**config.mk**
```make
export PLATFORM = sky130hd
export DESIGN_NAME = tbd_seq
export DESIGN_NICKNAME = d
export VERILOG_FILES = /design/src/rtl/tbd_pkg.sv /design/src/rtl/tbd_offset.sv /design/src/rtl/tbd_ring.sv /design/src/rtl/tbd_irq.sv /design/src/rtl/tbd_seq.sv
export SDC_FILE = /design/constraint.sdc
export NUM_CORES = 1
export LEC_CHECK = 0
export ABC_AREA = 1
export BUFFER_PORTS_ARGS = -buffer_cell sky130_fd_sc_hd__buf_2
export CAP_MARGIN = 0
export CORE_MARGIN = 2
export CORE_UTILIZATION = 30
export CTS_BUF_LIST = sky130_fd_sc_hd__clkbuf_8
export CTS_CLUSTER_DIAMETER = 150
export DETAILED_ROUTE_END_ITERATION = 6
export PLACE_DENSITY = 0.62
export SYNTH_ARGS = -nofsm -noshare
export SYNTH_HDL_FRONTEND = slang
export SYNTH_SLANG_ARGS = --single-unit
```
**constraint.sdc**
```tcl
create_clock -name clk -period 5.3 [get_ports clk]
set_input_delay 0.795 -clock clk [delete_from_list [all_inputs] [get_ports clk]]
set_output_delay 0.795 -clock clk [all_outputs]
set_load 0.02 [all_outputs]
```
**src/rtl/tbd_pkg.sv**
```systemverilog
// Shared types for the triple-buffer sequencer.
// Assumes buffers are 64 KB aligned, so offsets carry 17 bits to hold slack overruns.
package tbd_pkg;
    typedef enum logic [3:0] {
        ST_IDLE     = 4'd0,
        ST_ACTIVE   = 4'd1,
        ST_DONE     = 4'd2,
        ST_DONE_OVF = 4'd3,
        ST_ERR      = 4'd4
    } buf_st_t;

    localparam int OFF_W   = 17;
    localparam int FL_ROT  = 0;
    localparam int FL_OVF  = 1;
    localparam int FL_ERR  = 2;
    localparam int FL_ALGN = 3;
endpackage

```
**src/rtl/tbd_offset.sv**
```systemverilog
// Byte offset tracker: gives the in-buffer offset of the byte on the stream
// and finds packet ends (from s_last, or from the isochronous length).
// Assumes restart and beat are never used to realign the same byte twice.
module tbd_offset #(
    parameter int OFF_W = 17,
    parameter int LEN_W = 8
) (
    input  logic             clk,
    input  logic             rst_n,
    input  logic             restart,
    input  logic             beat,
    input  logic             iso,
    input  logic [LEN_W-1:0] iso_len,
    input  logic             s_last,
    input  logic             s_sync,
    output logic [OFF_W-1:0] byte_off,
    output logic [OFF_W-1:0] end_off,
    output logic             pkt_end,
    output logic             realign
);
    localparam logic [OFF_W-1:0] LEN_MAX = OFF_W'(1 << LEN_W);

    logic [OFF_W-1:0] pkt_base, pkt_cnt, len_eff, base_eff, cur_cnt;

    // Effective packet position for the byte now on the stream.
    always_comb begin
        len_eff  = (iso_len == '0) ? LEN_MAX : OFF_W'(iso_len);
        realign  = iso && s_sync && (pkt_cnt != '0);
        base_eff = realign ? (pkt_base + len_eff) : pkt_base;
        cur_cnt  = realign ? '0 : pkt_cnt;
        byte_off = base_eff + cur_cnt;
        end_off  = byte_off + OFF_W'(1);
        pkt_end  = iso ? ((cur_cnt + OFF_W'(1)) == len_eff) : s_last;
    end

    // Advance the packet start and count on every accepted byte.
    always_ff @(posedge clk) begin
        if (!rst_n || restart) begin
            pkt_base <= '0;
            pkt_cnt  <= '0;
        end else if (beat) begin
            if (pkt_end) begin
                pkt_base <= end_off;
                pkt_cnt  <= '0;
            end else begin
                pkt_base <= base_eff;
                pkt_cnt  <= cur_cnt + OFF_W'(1);
            end
        end
    end

    // Byte within a packet: the next position is one past this byte.
    p_step_r1: assert property (@(posedge clk) disable iff (!rst_n)
        (beat && !restart) |=> ((pkt_base + pkt_cnt) == $past(end_off)));
endmodule

```
**src/rtl/tbd_ring.sv**
```systemverilog
// Buffer role ring: holds the current and next bases, decides completion,
// rotates next->current->previous, records status and stalls on a missing next.
// Assumes cfg_size lies between 1 and 65536.
module tbd_ring
    import tbd_pkg::*;
#(
    parameter int BASE_W = 16,
    parameter int OFF_W  = 17
) (
    input  logic              clk,
    input  logic              rst_n,
    input  logic              cur_we,
    input  logic              next_we,
    input  logic [BASE_W-1:0] wdata,
    input  logic              beat,
    input  logic              pkt_end,
    input  logic [OFF_W-1:0]  end_off,
    input  logic              multi,
    input  logic [OFF_W-1:0]  size,
    output logic [BASE_W-1:0] cur_base,
    output logic              ready,
    output logic [3:0]        cur_code,
    output logic [3:0]        prev_code,
    output logic              rotate,
    output logic              ovf_evt,
    output logic              err_evt
);
    buf_st_t           cur_st, prev_st, pend_st, done_code;
    logic [BASE_W-1:0] next_base;
    logic              next_vld, cmp, take, resume;

    // Completion decision and the rotation causes for this cycle.
    always_comb begin
        cmp       = beat && pkt_end && (!multi || (end_off >= size)) && !cur_we;
        done_code = (end_off > size) ? ST_DONE_OVF : ST_DONE;
        take      = cmp && next_vld;
        resume    = !cur_we && (cur_st == ST_ERR) && next_we;
        rotate    = take || resume;
        ovf_evt   = cmp && (done_code == ST_DONE_OVF);
        err_evt   = cmp && !next_vld;
        ready     = (cur_st == ST_ACTIVE);
        cur_code  = 4'(cur_st);
        prev_code = 4'(prev_st);
    end

    // Current/previous roles and their status.
    always_ff @(posedge clk) begin
        if (!rst_n) begin
            cur_base <= '0;
            cur_st   <= ST_IDLE;
            prev_st  <= ST_IDLE;
            pend_st  <= ST_IDLE;
        end else if (cur_we) begin
            cur_base <= wdata;
            cur_st   <= ST_ACTIVE;
        end else if (take) begin
            prev_st  <= done_code;
            cur_base <= next_base;
        end else if (err_evt) begin
            cur_st   <= ST_ERR;
            pend_st  <= done_code;
        end else if (resume) begin
            prev_st  <= pend_st;
            cur_base <= wdata;
            cur_st   <= ST_ACTIVE;
        end
    end

    // Next-buffer register and its armed bit.
    always_ff @(posedge clk) begin
        if (!rst_n) begin
            next_base <= '0;
            next_vld  <= 1'b0;
        end else if (next_we && !resume) begin
            next_base <= wdata;
            next_vld  <= 1'b1;
        end else if (take) begin
            next_vld  <= 1'b0;
        end
    end

    p_take_next_r2: assert property (@(posedge clk) disable iff (!rst_n)
        take |=> (cur_base == $past(next_base)));
    p_consume_r9: assert property (@(posedge clk) disable iff (!rst_n)
        (take && !next_we) |=> !next_vld);
    p_stall_r10: assert property (@(posedge clk) disable iff (!rst_n)
        err_evt |=> (!ready && cur_st == ST_ERR));
    p_prev_code_r3: assert property (@(posedge clk) disable iff (!rst_n)
        rotate |=> (prev_st == ST_DONE || prev_st == ST_DONE_OVF));
endmodule

```
**src/rtl/tbd_irq.sv**
```systemverilog
// Sticky event flags with write-one-to-clear and the enable-gated interrupt.
// Assumes EN_W <= FLAG_W; the top enable bit covers all remaining flags.
module tbd_irq #(
    parameter int FLAG_W = 12,
    parameter int EN_W   = 7
) (
    input  logic              clk,
    input  logic              rst_n,
    input  logic [FLAG_W-1:0] set,
    input  logic [FLAG_W-1:0] clr,
    input  logic [EN_W-1:0]   en,
    output logic [FLAG_W-1:0] flags,
    output logic              irq
);
    logic [FLAG_W-1:0] mask;

    // Map the narrower enable group onto the flags.
    for (genvar gi = 0; gi < FLAG_W; gi++) begin : g_mask
        localparam int IDX = (gi < EN_W - 1) ? gi : EN_W - 1;
        assign mask[gi] = en[IDX];
    end

    // Flags hold until cleared; a new event wins over a clear.
    always_ff @(posedge clk) begin
        if (!rst_n) flags <= '0;
        else        flags <= (flags & ~clr) | set;
    end

    assign irq = |(flags & mask);

    p_sticky_r11: assert property (@(posedge clk) disable iff (!rst_n)
        1'b1 |=> ((flags & ($past(flags) & ~$past(clr))) == ($past(flags) & ~$past(clr))));
    p_set_wins_r11: assert property (@(posedge clk) disable iff (!rst_n)
        (set != '0) |=> ((flags & $past(set)) == $past(set)));
endmodule

```
**src/rtl/tbd_seq.sv**
```systemverilog
// Triple-buffer DMA channel sequencer top: joins offset tracking, the buffer
// ring and the interrupt flags, and forms the memory write port.
// Assumes one byte per cycle and 64 KB aligned buffers.
module tbd_seq
    import tbd_pkg::*;
#(
    parameter int BASE_W = 16,
    parameter int LEN_W  = 8,
    parameter int FLAG_W = 12,
    parameter int EN_W   = 7
) (
    input  logic                 clk,
    input  logic                 rst_n,
    input  logic                 cfg_multi,
    input  logic                 cfg_iso,
    input  logic [LEN_W-1:0]     cfg_iso_len,
    input  logic [OFF_W-1:0]     cfg_size,
    input  logic [EN_W-1:0]      cfg_irq_en,
    input  logic                 cur_base_we,
    input  logic                 next_base_we,
    input  logic [BASE_W-1:0]    base_wdata,
    input  logic [FLAG_W-1:0]    flag_clr,
    input  logic                 s_valid,
    input  logic [7:0]           s_data,
    input  logic                 s_last,
    input  logic                 s_sync,
    output logic                 s_ready,
    output logic                 m_we,
    output logic [BASE_W+15:0]   m_addr,
    output logic [7:0]           m_data,
    output logic [15:0]          chan_status,
    output logic [FLAG_W-1:0]    chan_flags,
    output logic                 chan_irq
);
    logic              beat, pkt_end, realign, rotate, ovf_evt, err_evt;
    logic [OFF_W-1:0]  byte_off, end_off;
    logic [BASE_W-1:0] cur_base;
    logic [3:0]        cur_code, prev_code;
    logic [FLAG_W-1:0] fset;

    assign beat = s_valid && s_ready;

    tbd_offset #(.OFF_W(OFF_W), .LEN_W(LEN_W)) u_off (
        .clk(clk), .rst_n(rst_n), .restart(cur_base_we || rotate), .beat(beat),
        .iso(cfg_iso), .iso_len(cfg_iso_len), .s_last(s_last), .s_sync(s_sync),
        .byte_off(byte_off), .end_off(end_off), .pkt_end(pkt_end), .realign(realign)
    );

    tbd_ring #(.BASE_W(BASE_W), .OFF_W(OFF_W)) u_ring (
        .clk(clk), .rst_n(rst_n), .cur_we(cur_base_we), .next_we(next_base_we),
        .wdata(base_wdata), .beat(beat), .pkt_end(pkt_end), .end_off(end_off),
        .multi(cfg_multi), .size(cfg_size), .cur_base(cur_base), .ready(s_ready),
        .cur_code(cur_code), .prev_code(prev_code), .rotate(rotate),
        .ovf_evt(ovf_evt), .err_evt(err_evt)
    );

    // Collect flag events; unused flag positions stay zero.
    always_comb begin
        fset          = '0;
        fset[FL_ROT]  = rotate;
        fset[FL_OVF]  = ovf_evt;
        fset[FL_ERR]  = err_evt;
        fset[FL_ALGN] = beat && realign;
    end

    tbd_irq #(.FLAG_W(FLAG_W), .EN_W(EN_W)) u_irq (
        .clk(clk), .rst_n(rst_n), .set(fset), .clr(flag_clr), .en(cfg_irq_en),
        .flags(chan_flags), .irq(chan_irq)
    );

    // Memory write port and status word.
    assign m_we        = beat;
    assign m_data      = s_data;
    assign m_addr      = {cur_base, byte_off[15:0]};
    assign chan_status = {4'h0, prev_code, 4'h0, cur_code};

    p_no_write_stalled_r10: assert property (@(posedge clk) disable iff (!rst_n)
        (chan_status[3:0] == 4'd4) |-> !m_we);
    p_reserved_r11: assert property (@(posedge clk) disable iff (!rst_n)
        chan_flags[FLAG_W-1:4] == '0);
endmodule

```
==> reports/qor.csv, run 1 <==
metric;value;unit
syn_area;0.00703;mm^2
yosysSeqAreaShare;0.242;
synth_edf_count;0;
maxCapViolCount;0;
dieArea;0.0247;mm^2
firstDrtPassIters;6;
min_to;u_irq.flags[5];
fin_crit;5500;ps
drc;0;
grt_pass1_wl;38000;um
critPathLaunchType;input pin;
endpoint_kind;flop;
io_buffers;119;
cts_tree;done;
drive_gt1_frac;0.365;
drt_iter0_drc;391;
path_max_fanout;8;
final.setup.worst_slack;-203;ps
fin_skew;13.7;ps
critPathKind;in2reg;
layout_common_cells;248 x nand2_1, 179 x buf_4, 134 x inv_1;
status;finished, violations left;
core-area;0.0233;mm^2
irDropWorstVdd;0.158;mV
utilization;0.453;
drt-met1-wl;10900;um
min_path_type;reg2reg;
cp_slowest_cell;clkbuf_16;
die_h;157;um
crit_arrival;5830;ps
slew_headroom;0.537;
area_delta_synth_final;49.8;%
hold_depth;2;
dp_cells;1677;
ys_warn_count;0;
htreeDepth;3;
fp.dieW;157;um
cp_top_family;simple AND/OR/NAND/NOR gates;
highest_layer;met5;
gr-total-overflow;0;
dp_hpwl;18100;um
async_flop_share;0;
ant_nets;0;
dr_total_vias;8137;
ys_ff_latch;85;
antenna_found_initial;2;
rows;56;
stdcell_count;1723;
grt_pass1_vias;7587;
finalHoldViolCount;0;
worstHoldStart;u_irq.flags[5];
clkLatencyLatePin;390;ps
final_common_cell;nand2_1;
tns;-8290;ps
cts_buffer_depth;2;
synthDistinctLibCells;42;
postRouteWirelength;24500;um
dr_wl_met3;1490;um
syn_inst;1125;
grt_start_max_net_pins;40;
reg2regPathDepth;34;
routedWlPerCell;14.2;um
met2_length;11700;um
crit_required;5620;ps
via_per_inst;4.72;
ys.flop_type;dfxtp_1;
fillers;2397;
rr_endpoint;u_off.pkt_base[4];
routabilityCongestion;0.869;
r2r_slack;-60;ps
grt_usage;0.193;
slew_viol_final;0;
cts_made_buffers;9;
worst_pin_slew;695;ps
numClockSinks;85;
root_buffer;clkbuf_8;
fmax;182;MHz
powerDensity;138;mW/mm^2
initial_core_util;0.302;
power_leakage;5.38;nW
violations;negative setup slack;
syn_avg_cell_area;6.25;um^2
slowest_delay;300;ps
rsz0062_at_grt;yes;
setup_viol;59;
period_share;1.04;
cts-hold-fix-buffers;0;
nets;1522;
n_antenna_cell;0;
path_buf_inv;7;
clk_pin_slew;100;ps
io-pin-count;148;
r2r_start;u_off.pkt_base[5];
==> what timing repair did <==
| action | in CTS | in global routing |
|---|---|---|
| gates resized for setup | 58 | 117 |
| endpoints found under the setup margin | 60 | 60 |
| cloned | 2 | 4 |
| pin swaps | 9 | 63 |
| endpoints found under the hold margin | 0 | 0 |
| buffers inserted | 15 | 11 |
==> per-layer routing <==
layer | up-vias | track usage
met5 | - | 0
met4 | 2 | 0.0437
met3 | 27 | 0.0452
met2 | 195 | 0.324
met1 | 3756 | 0.250
li1 | 4157 | -
==> per-stage QoR <==
| stage | worst slack (ps) | total power (W) | hold WS [ps] | cell area, um^2 |
|---|---|---|---|---|
| floorplan | -60.6 | 0.000843 | 436 | 7380 |
| global placement | -668 | 0.000928 | 434 | 9260 |
| detailed placement | -747 | 0.000930 | 441 | 9260 |
| CTS | -43.1 | 0.00144 | 456 | 9920 |
| global route | -441 | 0.00152 | 480 | 10500 |
| finish | -203 | 0.00145 | 451 | 10500 |
==> Yosys cell counts (3+ instances only) <==
master	instances	area, um^2
a21oi_1	71	355
nand3b_1	21	158
inv_1	146	548
nor3_1	13	65.1
buf_2	7	35.0
nand3_2	5	50.1
o21ai_0	41	205
ha_1	44	551
nor2_4	3	33.8
nor2_1	133	499
buf_6	7	78.8
nand4_1	48	300
buf_4	25	188
xor2_1	24	210
or2_2	7	43.8
dfxtp_1	85	1700
nand3_1	92	460
nand2_1	276	1040
xnor2_1	13	114
and2_1	3	18.8
clkbuf_1	23	86.3
a21o_1	4	30.0
==> worst max path at each step <==
stage,from,endpoint,slack (ps),cells past startpoint
after floorplan,cfg_iso_len[3],u_ring.cur_base[10],-60,37
after global placement,cfg_iso_len[0],u_ring.pend_st[0],-670,35
after detailed placement,cfg_iso_len[0],u_ring.pend_st[0],-750,33
after CTS,cfg_iso_len[0],u_off.pkt_cnt[1],-40,36
after global routing,cfg_iso_len[5],u_off.pkt_base[9],-440,35
final,cfg_iso_len[5],u_off.pkt_base[4],-200,35
==> flip-flops by register name (all words and copies together), names as in the netlist <==
signal and flops:
u_ring.next_base 16, u_ring.prev_code 2, u_ring.next_vld 1, u_ring.cur_code 2, u_irq.flags 12, u_off.pkt_base 17, u_off.pkt_cnt 17, u_ring.cur_base 16
u_ring.pend_st 2
==> final cells by class <==
type / instances / area, um^2 / share of cell area
Clock buffer: 9 / 124 / 0.0118
Clock inverter: 7 / 75.1 / 0.00713
Inverter: 148 / 556 / 0.0528
Multi-Input combinational cell: 839 / 5380 / 0.510
Sequential cell: 85 / 1700 / 0.162
Tap cell: 319 / 399 / 0.0379
Timing Repair Buffer: 316 / 2300 / 0.218
==> logic make-up after synthesis <==
| kind of cell | after synthesis | synth area share |
|---|---|---|
| compound gates | 134 | 0.103 |
| xor+xnor | 37 | 0.0461 |
| fa+ha+maj | 46 | 0.0840 |
| buf+inv | 212 | 0.135 |
| flops | 85 | 0.242 |
| other cells | 1 | 0.000533 |
| simple gates | 610 | 0.389 |
==> where the power goes <==
part | total [W] | internal [W] | switching, W
sequential | 0.000668 | 0.000659 | 0.00000983
combinational | 0.000292 | 0.000121 | 0.000171
clock | 0.000489 | 0.000187 | 0.000302
==> worst register-to-register path: cells and delay by family, from the launching register on <==
kind / cells / cell delay (ps)
AO/OA/AOI/OAI: 7 / 1050
XOR/XNOR: 3 / 650
adder cells (fa/ha/maj): 3 / 800
buffers and inverters: 6 / 810
flip-flops: 1 / 360
AND/OR/NAND/NOR: 15 / 1650
(Power assumes the default switching activity.)
==> inputs of run 2 (changes only) <==
--- a/config.mk
+++ b/config.mk
@@ -13,7 +13,7 @@
 export CTS_BUF_LIST = sky130_fd_sc_hd__clkbuf_8
 export CTS_CLUSTER_DIAMETER = 150
 export DETAILED_ROUTE_END_ITERATION = 6
-export PLACE_DENSITY = 0.62
+export PLACE_DENSITY = 0.6
 export SYNTH_ARGS = -nofsm -noshare
 export SYNTH_HDL_FRONTEND = slang
 export SYNTH_SLANG_ARGS = --single-unit
==> constraint.sdc (replaced) <==
create_clock -name clk -period 6.25 [get_ports clk]
set_input_delay 0.9375 -clock clk [delete_from_list [all_inputs] [get_ports clk]]
set_output_delay 0.9375 -clock clk [all_outputs]
set_load 0.02 [all_outputs]
==> run 2 against run 1 <==
  * The run now ends clean
  * Setup slack improved by 540 ps
  * Clock power fell by 13%
  * Die area did not move
  * Critical path depth rose by 5
  * Clock-buffer cell count did not move
  * Combinational power fell by 34%
  * Largest cell class unchanged
==> reports/qor.csv, run 2 (synthesized netlist as in run 1, its figures left out) <==
metric;value;unit;change
fp.dieW;157;um;unchanged
worst_pin_slew;903;ps;+208 ps
cts_made_buffers;9;;unchanged
tns;0;ps;+8290 ps
io-pin-count;148;;unchanged
endpoint_kind;flop;;
status;complete, no violations;;
reg_top3;u_off.pkt_base (17), u_off.pkt_cnt (17);;
root_buffer;clkbuf_8;;
grt_start_max_net_pins;40;;unchanged
critPathKind;in2reg;;
final.setup.worst_slack;336;ps;+539 ps
path_max_fanout;18;;+10
antenna_found_initial;0;;-2
irDropWorstVdd;0.101;mV;-36%
gr-total-overflow;0;;unchanged
highest_layer;met4;;
cp_slowest_cell;ha_1;;
period_share;0.946;;
final_common_cell;nand2_1;;
cts_tree;done;;
fmax;169;MHz;
area_delta_synth_final;20.4;%;
crit_arrival;6210;ps;+380 ps
finalHoldViolCount;0;;unchanged
dr_total_vias;7518;;-7.6%
cts_buffer_depth;2;;unchanged
n_antenna_cell;0;;unchanged
initial_core_util;0.302;;unchanged
rows;56;;unchanged
die_h;157;um;unchanged
power_leakage;4.51;nW;-16%
dieArea;0.0247;mm^2;unchanged
fin_skew;11.6;ps;-2.10 ps
critical_path.most_common_cell;nand2_1;;
slowest_delay;340;ps;+40 ps
grt_usage;0.176;;-0.0162
r2r_slack;660;ps;+720 ps
maxCapViolCount;0;;unchanged
drt-met1-wl;10300;um;-5.6%
slew_headroom;0.397;;-0.140
crit_required;6550;ps;+930 ps
setup_viol;0;;-100%
drive_gt1_frac;0.185;;-0.181
drc;0;;unchanged
io_buffers;119;;unchanged
postRouteWirelength;22200;um;-9.5%
nets;1379;;-9.4%
clkLatencyLatePin;390;ps;about the same
via_per_inst;4.76;;+0.75%
met2_length;10300;um;-12%
htreeDepth;3;;unchanged
firstDrtPassIters;6;;unchanged
place_ws;-191;ps;+555 ps
ant_nets;0;;unchanged
core-area;0.0233;mm^2;unchanged
fillers;2628;;+9.6%
drt_iter0_drc;410;;+4.9%
grt_pass1_wl;35000;um;-7.9%
numClockSinks;85;;unchanged
routabilityCongestion;0.860;;-1.1%
fin_crit;5910;ps;
clk_pin_slew;110;ps;about the same
min_path_type;reg2reg;;
dr_wl_met3;1270;um;-15%
layout_common_cells;275 x nand2_1, 146 x inv_1, 128 x nor2_1;;
utilization;0.364;;-0.0889
slew_viol_final;0;;unchanged
grt_pass1_vias;7004;;-7.7%
powerDensity;140;mW/mm^2;+1.7%
critPathLaunchType;input pin;;
routedWlPerCell;14.0;um;-1.3%
fin_hold_ws;451;ps;-0.201 ps
dp_hpwl;16600;um;-8.1%
[run 2: changes by cell type in the layout (fill, tap and decap cells not counted), sizes merged]
cell	previous run	this run
buf	312	172
clkbuf	13	10
[run 2: cell type report]
cell class / count / area [um^2] / area share
multi-input combinational: 839 / 4550 / 0.537
sequential: 85 / 1700 / 0.201
timing repair buffer: 173 / 1060 / 0.125
inverter: 148 / 556 / 0.0656
tap: 319 / 399 / 0.0472
clock buffer: 9 / 124 / 0.0146
clock inverter: 7 / 75.1 / 0.00887
[run 2: path summary, 6_finish.rpt]
path / cells past startpoint / from / end
worst min register to register: 2 / u_irq.flags[4] / u_irq.flags[4]
worst min-delay path: 2 / u_irq.flags[4] / u_irq.flags[4]
worst max-delay path: 40 / cfg_iso_len[3] / u_ring.cur_base[15]
worst max register to register: 39 / u_off.pkt_base[3] / u_ring.cur_base[15]
[run 2: stage by stage]
| stage | instance area [um^2] | instances | total power [W] |
|---|---|---|---|
| 5_1_grt | 8460 | 1580 | 0.00124 |
| 3_3_place_gp | 8100 | 1562 | 0.000771 |
| 2_1_floorplan | 7070 | 1136 | 0.000711 |
| 4_1_cts | 8300 | 1578 | 0.00119 |
| 6_report | 8460 | 1580 | 0.00119 |
| 3_5_place_dp | 8100 | 1562 | 0.000772 |
[run 2: what timing repair did]
action | in CTS | in global routing
setup buffers | 0 | 1
hold buffers | 0 | 0
resized for setup | 0 | 30
endpoints found under the setup margin | 0 | 60
[run 2: critical path: cells and delay by family]
family / cells / cell delay (ps)
AO/OA/AOI/OAI: 4 / 670
XOR/XNOR: 2 / 420
adder cells (fa/ha/maj): 3 / 960
buffers and inverters: 8 / 900
AND/OR/NAND/NOR: 23 / 2330
[run 2: power by group]
part / total [W] / switching, W / internal (W)
logic: 0.000192 / 0.000122 / 0.0000702
clock network: 0.000423 / 0.000265 / 0.000159
registers: 0.000570 / 0.0000116 / 0.000559
[run 2: layer usage]
layer  track usage  vias to the layer above
met2         0.291                      224
met4        0.0394                        0
met3        0.0281                       21
met1         0.242                     3403
met5             0                        -
li1              -                     3870
==> inputs of run 3 (changes only) <==
--- a/config.mk
+++ b/config.mk
@@ -9,11 +9,11 @@
 export BUFFER_PORTS_ARGS = -buffer_cell sky130_fd_sc_hd__buf_2
 export CAP_MARGIN = 0
 export CORE_MARGIN = 2
-export CORE_UTILIZATION = 30
+export CORE_UTILIZATION = 58
 export CTS_BUF_LIST = sky130_fd_sc_hd__clkbuf_8
 export CTS_CLUSTER_DIAMETER = 150
 export DETAILED_ROUTE_END_ITERATION = 6
-export PLACE_DENSITY = 0.6
+export PLACE_DENSITY = 0.95
 export SYNTH_ARGS = -nofsm -noshare
 export SYNTH_HDL_FRONTEND = slang
 export SYNTH_SLANG_ARGS = --single-unit
==> run 3 against run 2 <==
  * Global-route usage is 13 points higher
  * Wire length fell by 4.7%
  * Setup slack lost 150 ps
  * Worst hold slack improved by 0.84 ps
  * Final cell count is 12% lower
  * Sequential power about the same
  * Die area down 47%
  * Clock-buffer cell count is the same
  * Clock skew grew 2.8 ps
  * Non-clock buffer count decreased by 19
  * Critical path type unchanged
  * Sequential cell count unchanged
==> reports/qor.csv, run 3 (synthesized netlist as in run 1, its figures left out) <==
metric;value;unit;change
status;complete, no violations;;
via_per_inst;5.78;;+21%
utilization;0.676;;+0.312
area_delta_synth_final;14.5;%;
fillers;975;;-63%
grt_pass1_wl;32800;um;-6.3%
tns;0;ps;unchanged
fin_hold_ws;452;ps;+0.836 ps
firstDrtPassIters;7;;+1
root_buffer;clkbuf_8;;
io_buffers;119;;unchanged
finalHoldViolCount;0;;unchanged
cts_made_buffers;9;;unchanged
endpoint_kind;flop;;
min_path_type;reg2reg;;
power_leakage;4.40;nW;-2.4%
grt_start_max_net_pins;40;;unchanged
postRouteWirelength;21100;um;-4.7%
stdcell_count;1389;;-12%
grt_pass1_vias;7152;;+2.1%
htreeDepth;3;;unchanged
numClockSinks;85;;unchanged
initial_core_util;0.590;;+0.288
gr-total-overflow;0;;unchanged
rows;40;;-29%
fmax;165;MHz;-2.5%
maxCapViolCount;0;;unchanged
cts_buffer_depth;2;;unchanged
grt_usage;0.308;;+0.131
final.setup.worst_slack;183;ps;-152 ps
worst_pin_slew;796;ps;-107 ps
drive_gt1_frac;0.167;;-0.0181
cts_tree;done;;
multi_input_area;0.00454;mm^2;-0.30%
dp_hpwl;15200;um;-8.8%
final-seq-area;0.00170;mm^2;unchanged
routedWlPerCell;15.2;um;+8.4%
critPathKind;in2reg;;
dieArea;0.0130;mm^2;-47%
dp_cells;1366;;-13%
powerDensity;142;mW/mm^2;+1.4%
io-pin-count;148;;unchanged
reg_top3;u_off.pkt_base (17), u_off.pkt_cnt (17);;
clkLatencyLatePin;400;ps;about the same
fp.dieW;114;um;-27%
n_antenna_cell;0;;unchanged
slowest_delay;380;ps;+40 ps
cts-hold-fix-buffers;0;;unchanged
cp_slowest_cell;ha_1;;
routabilityCongestion;1.00;;+17%
fin_crit;6070;ps;+152 ps
die_h;114;um;-27%
period_share;0.971;;+0.0244
crit_arrival;6370;ps;+160 ps
place_ws;-166;ps;+25.4 ps
slew_viol_final;0;;unchanged
critPathLaunchType;input pin;;
layout_common_cells;275 x nand2_1, 147 x inv_1, 129 x nor2_1;;
final_common_cell;nand2_1;;
drc;0;;unchanged
dr_total_vias;8028;;+6.8%
fin_skew;14.4;ps;+2.78 ps
drt_iter0_drc;1120;;+170%
setup_viol;0;;unchanged
clk_pin_slew;90;ps;-20 ps
core-area;0.0119;mm^2;-49%
crit_required;6560;ps;about the same
irDropWorstVdd;0.149;mV;+47%
ant_nets;0;;unchanged
path_max_fanout;34;;+16
nets;1360;;-1.4%
antenna_found_initial;0;;unchanged
slew_headroom;0.468;;+0.0716
critical_path.most_common_cell;nand2_1;;
-- run 3: cell types whose count changed in the layout (fill, tap and decap cells not counted), moves of 2 or more --
cell     change
xor2_1       +2
a21oi_2      -3
inv_6        +2
xor2_2       -3
inv_8        -2
a21oi_1      +3
buf_4       -18
-- run 3: layer usage --
layer  track usage  up-vias  part of all wire
met5             0        -                 0
met4         0.119        0             0.029
met3        0.0614       69             0.097
met2         0.493      502              0.47
met1         0.409     3636              0.41
li1              -     3821                 -
-- run 3: final timing paths --
kind / from / end / slack [ps] / cells after the start
worst max-delay path: cfg_iso_len[5] / u_off.pkt_base[5] / 180 / 34
worst min-delay path: u_irq.flags[8] / u_irq.flags[8] / 450 / 2
worst max register to register: u_off.pkt_cnt[13] / u_ring.cur_base[14] / 460 / 34
worst min register to register: u_irq.flags[8] / u_irq.flags[8] / 450 / 2
-- run 3: through the flow --
| stage | power (W) | instance area (um^2) |
|---|---|---|
| global placement | 0.000756 | 7670 |
| detailed placement | 0.000762 | 7670 |
| floorplan | 0.000711 | 7070 |
| global route | 0.00119 | 8050 |
| CTS | 0.00113 | 7850 |
| finish | 0.00114 | 8050 |
-- run 3: what timing repair did --
item	in CTS	in global routing
endpoints found under the setup margin	0	60
setup buffers	0	7
resized for setup	0	28
-- run 3: where the power goes --
part           switching [W]  internal (W)  leakage [nW]  total, W
sequential         0.0000118      0.000558         0.694  0.000570
clock               0.000233      0.000151        0.0939  0.000383
combinational       0.000123     0.0000677          3.61  0.000191
-- run 3: cell type report --
class,instances,area share
multi-input cells,839,0.563
flip-flops and latches,85,0.211
repair buffers,154,0.111
inverters,148,0.0690
well taps,147,0.0228
clock buffers,9,0.0154
clock inverters,7,0.00715
-- run 3: worst max-delay path: cells and delay by family --
| kind | cells | cell delay [ps] |
|---|---|---|
| xor gates and xnor gates | 3 | 670 |
| buffers and inverters | 6 | 750 |
| AOI/OAI and AO/OA | 7 | 1210 |
| and+or+nand+nor | 15 | 1890 |
| adders and majority gates | 3 | 910 |
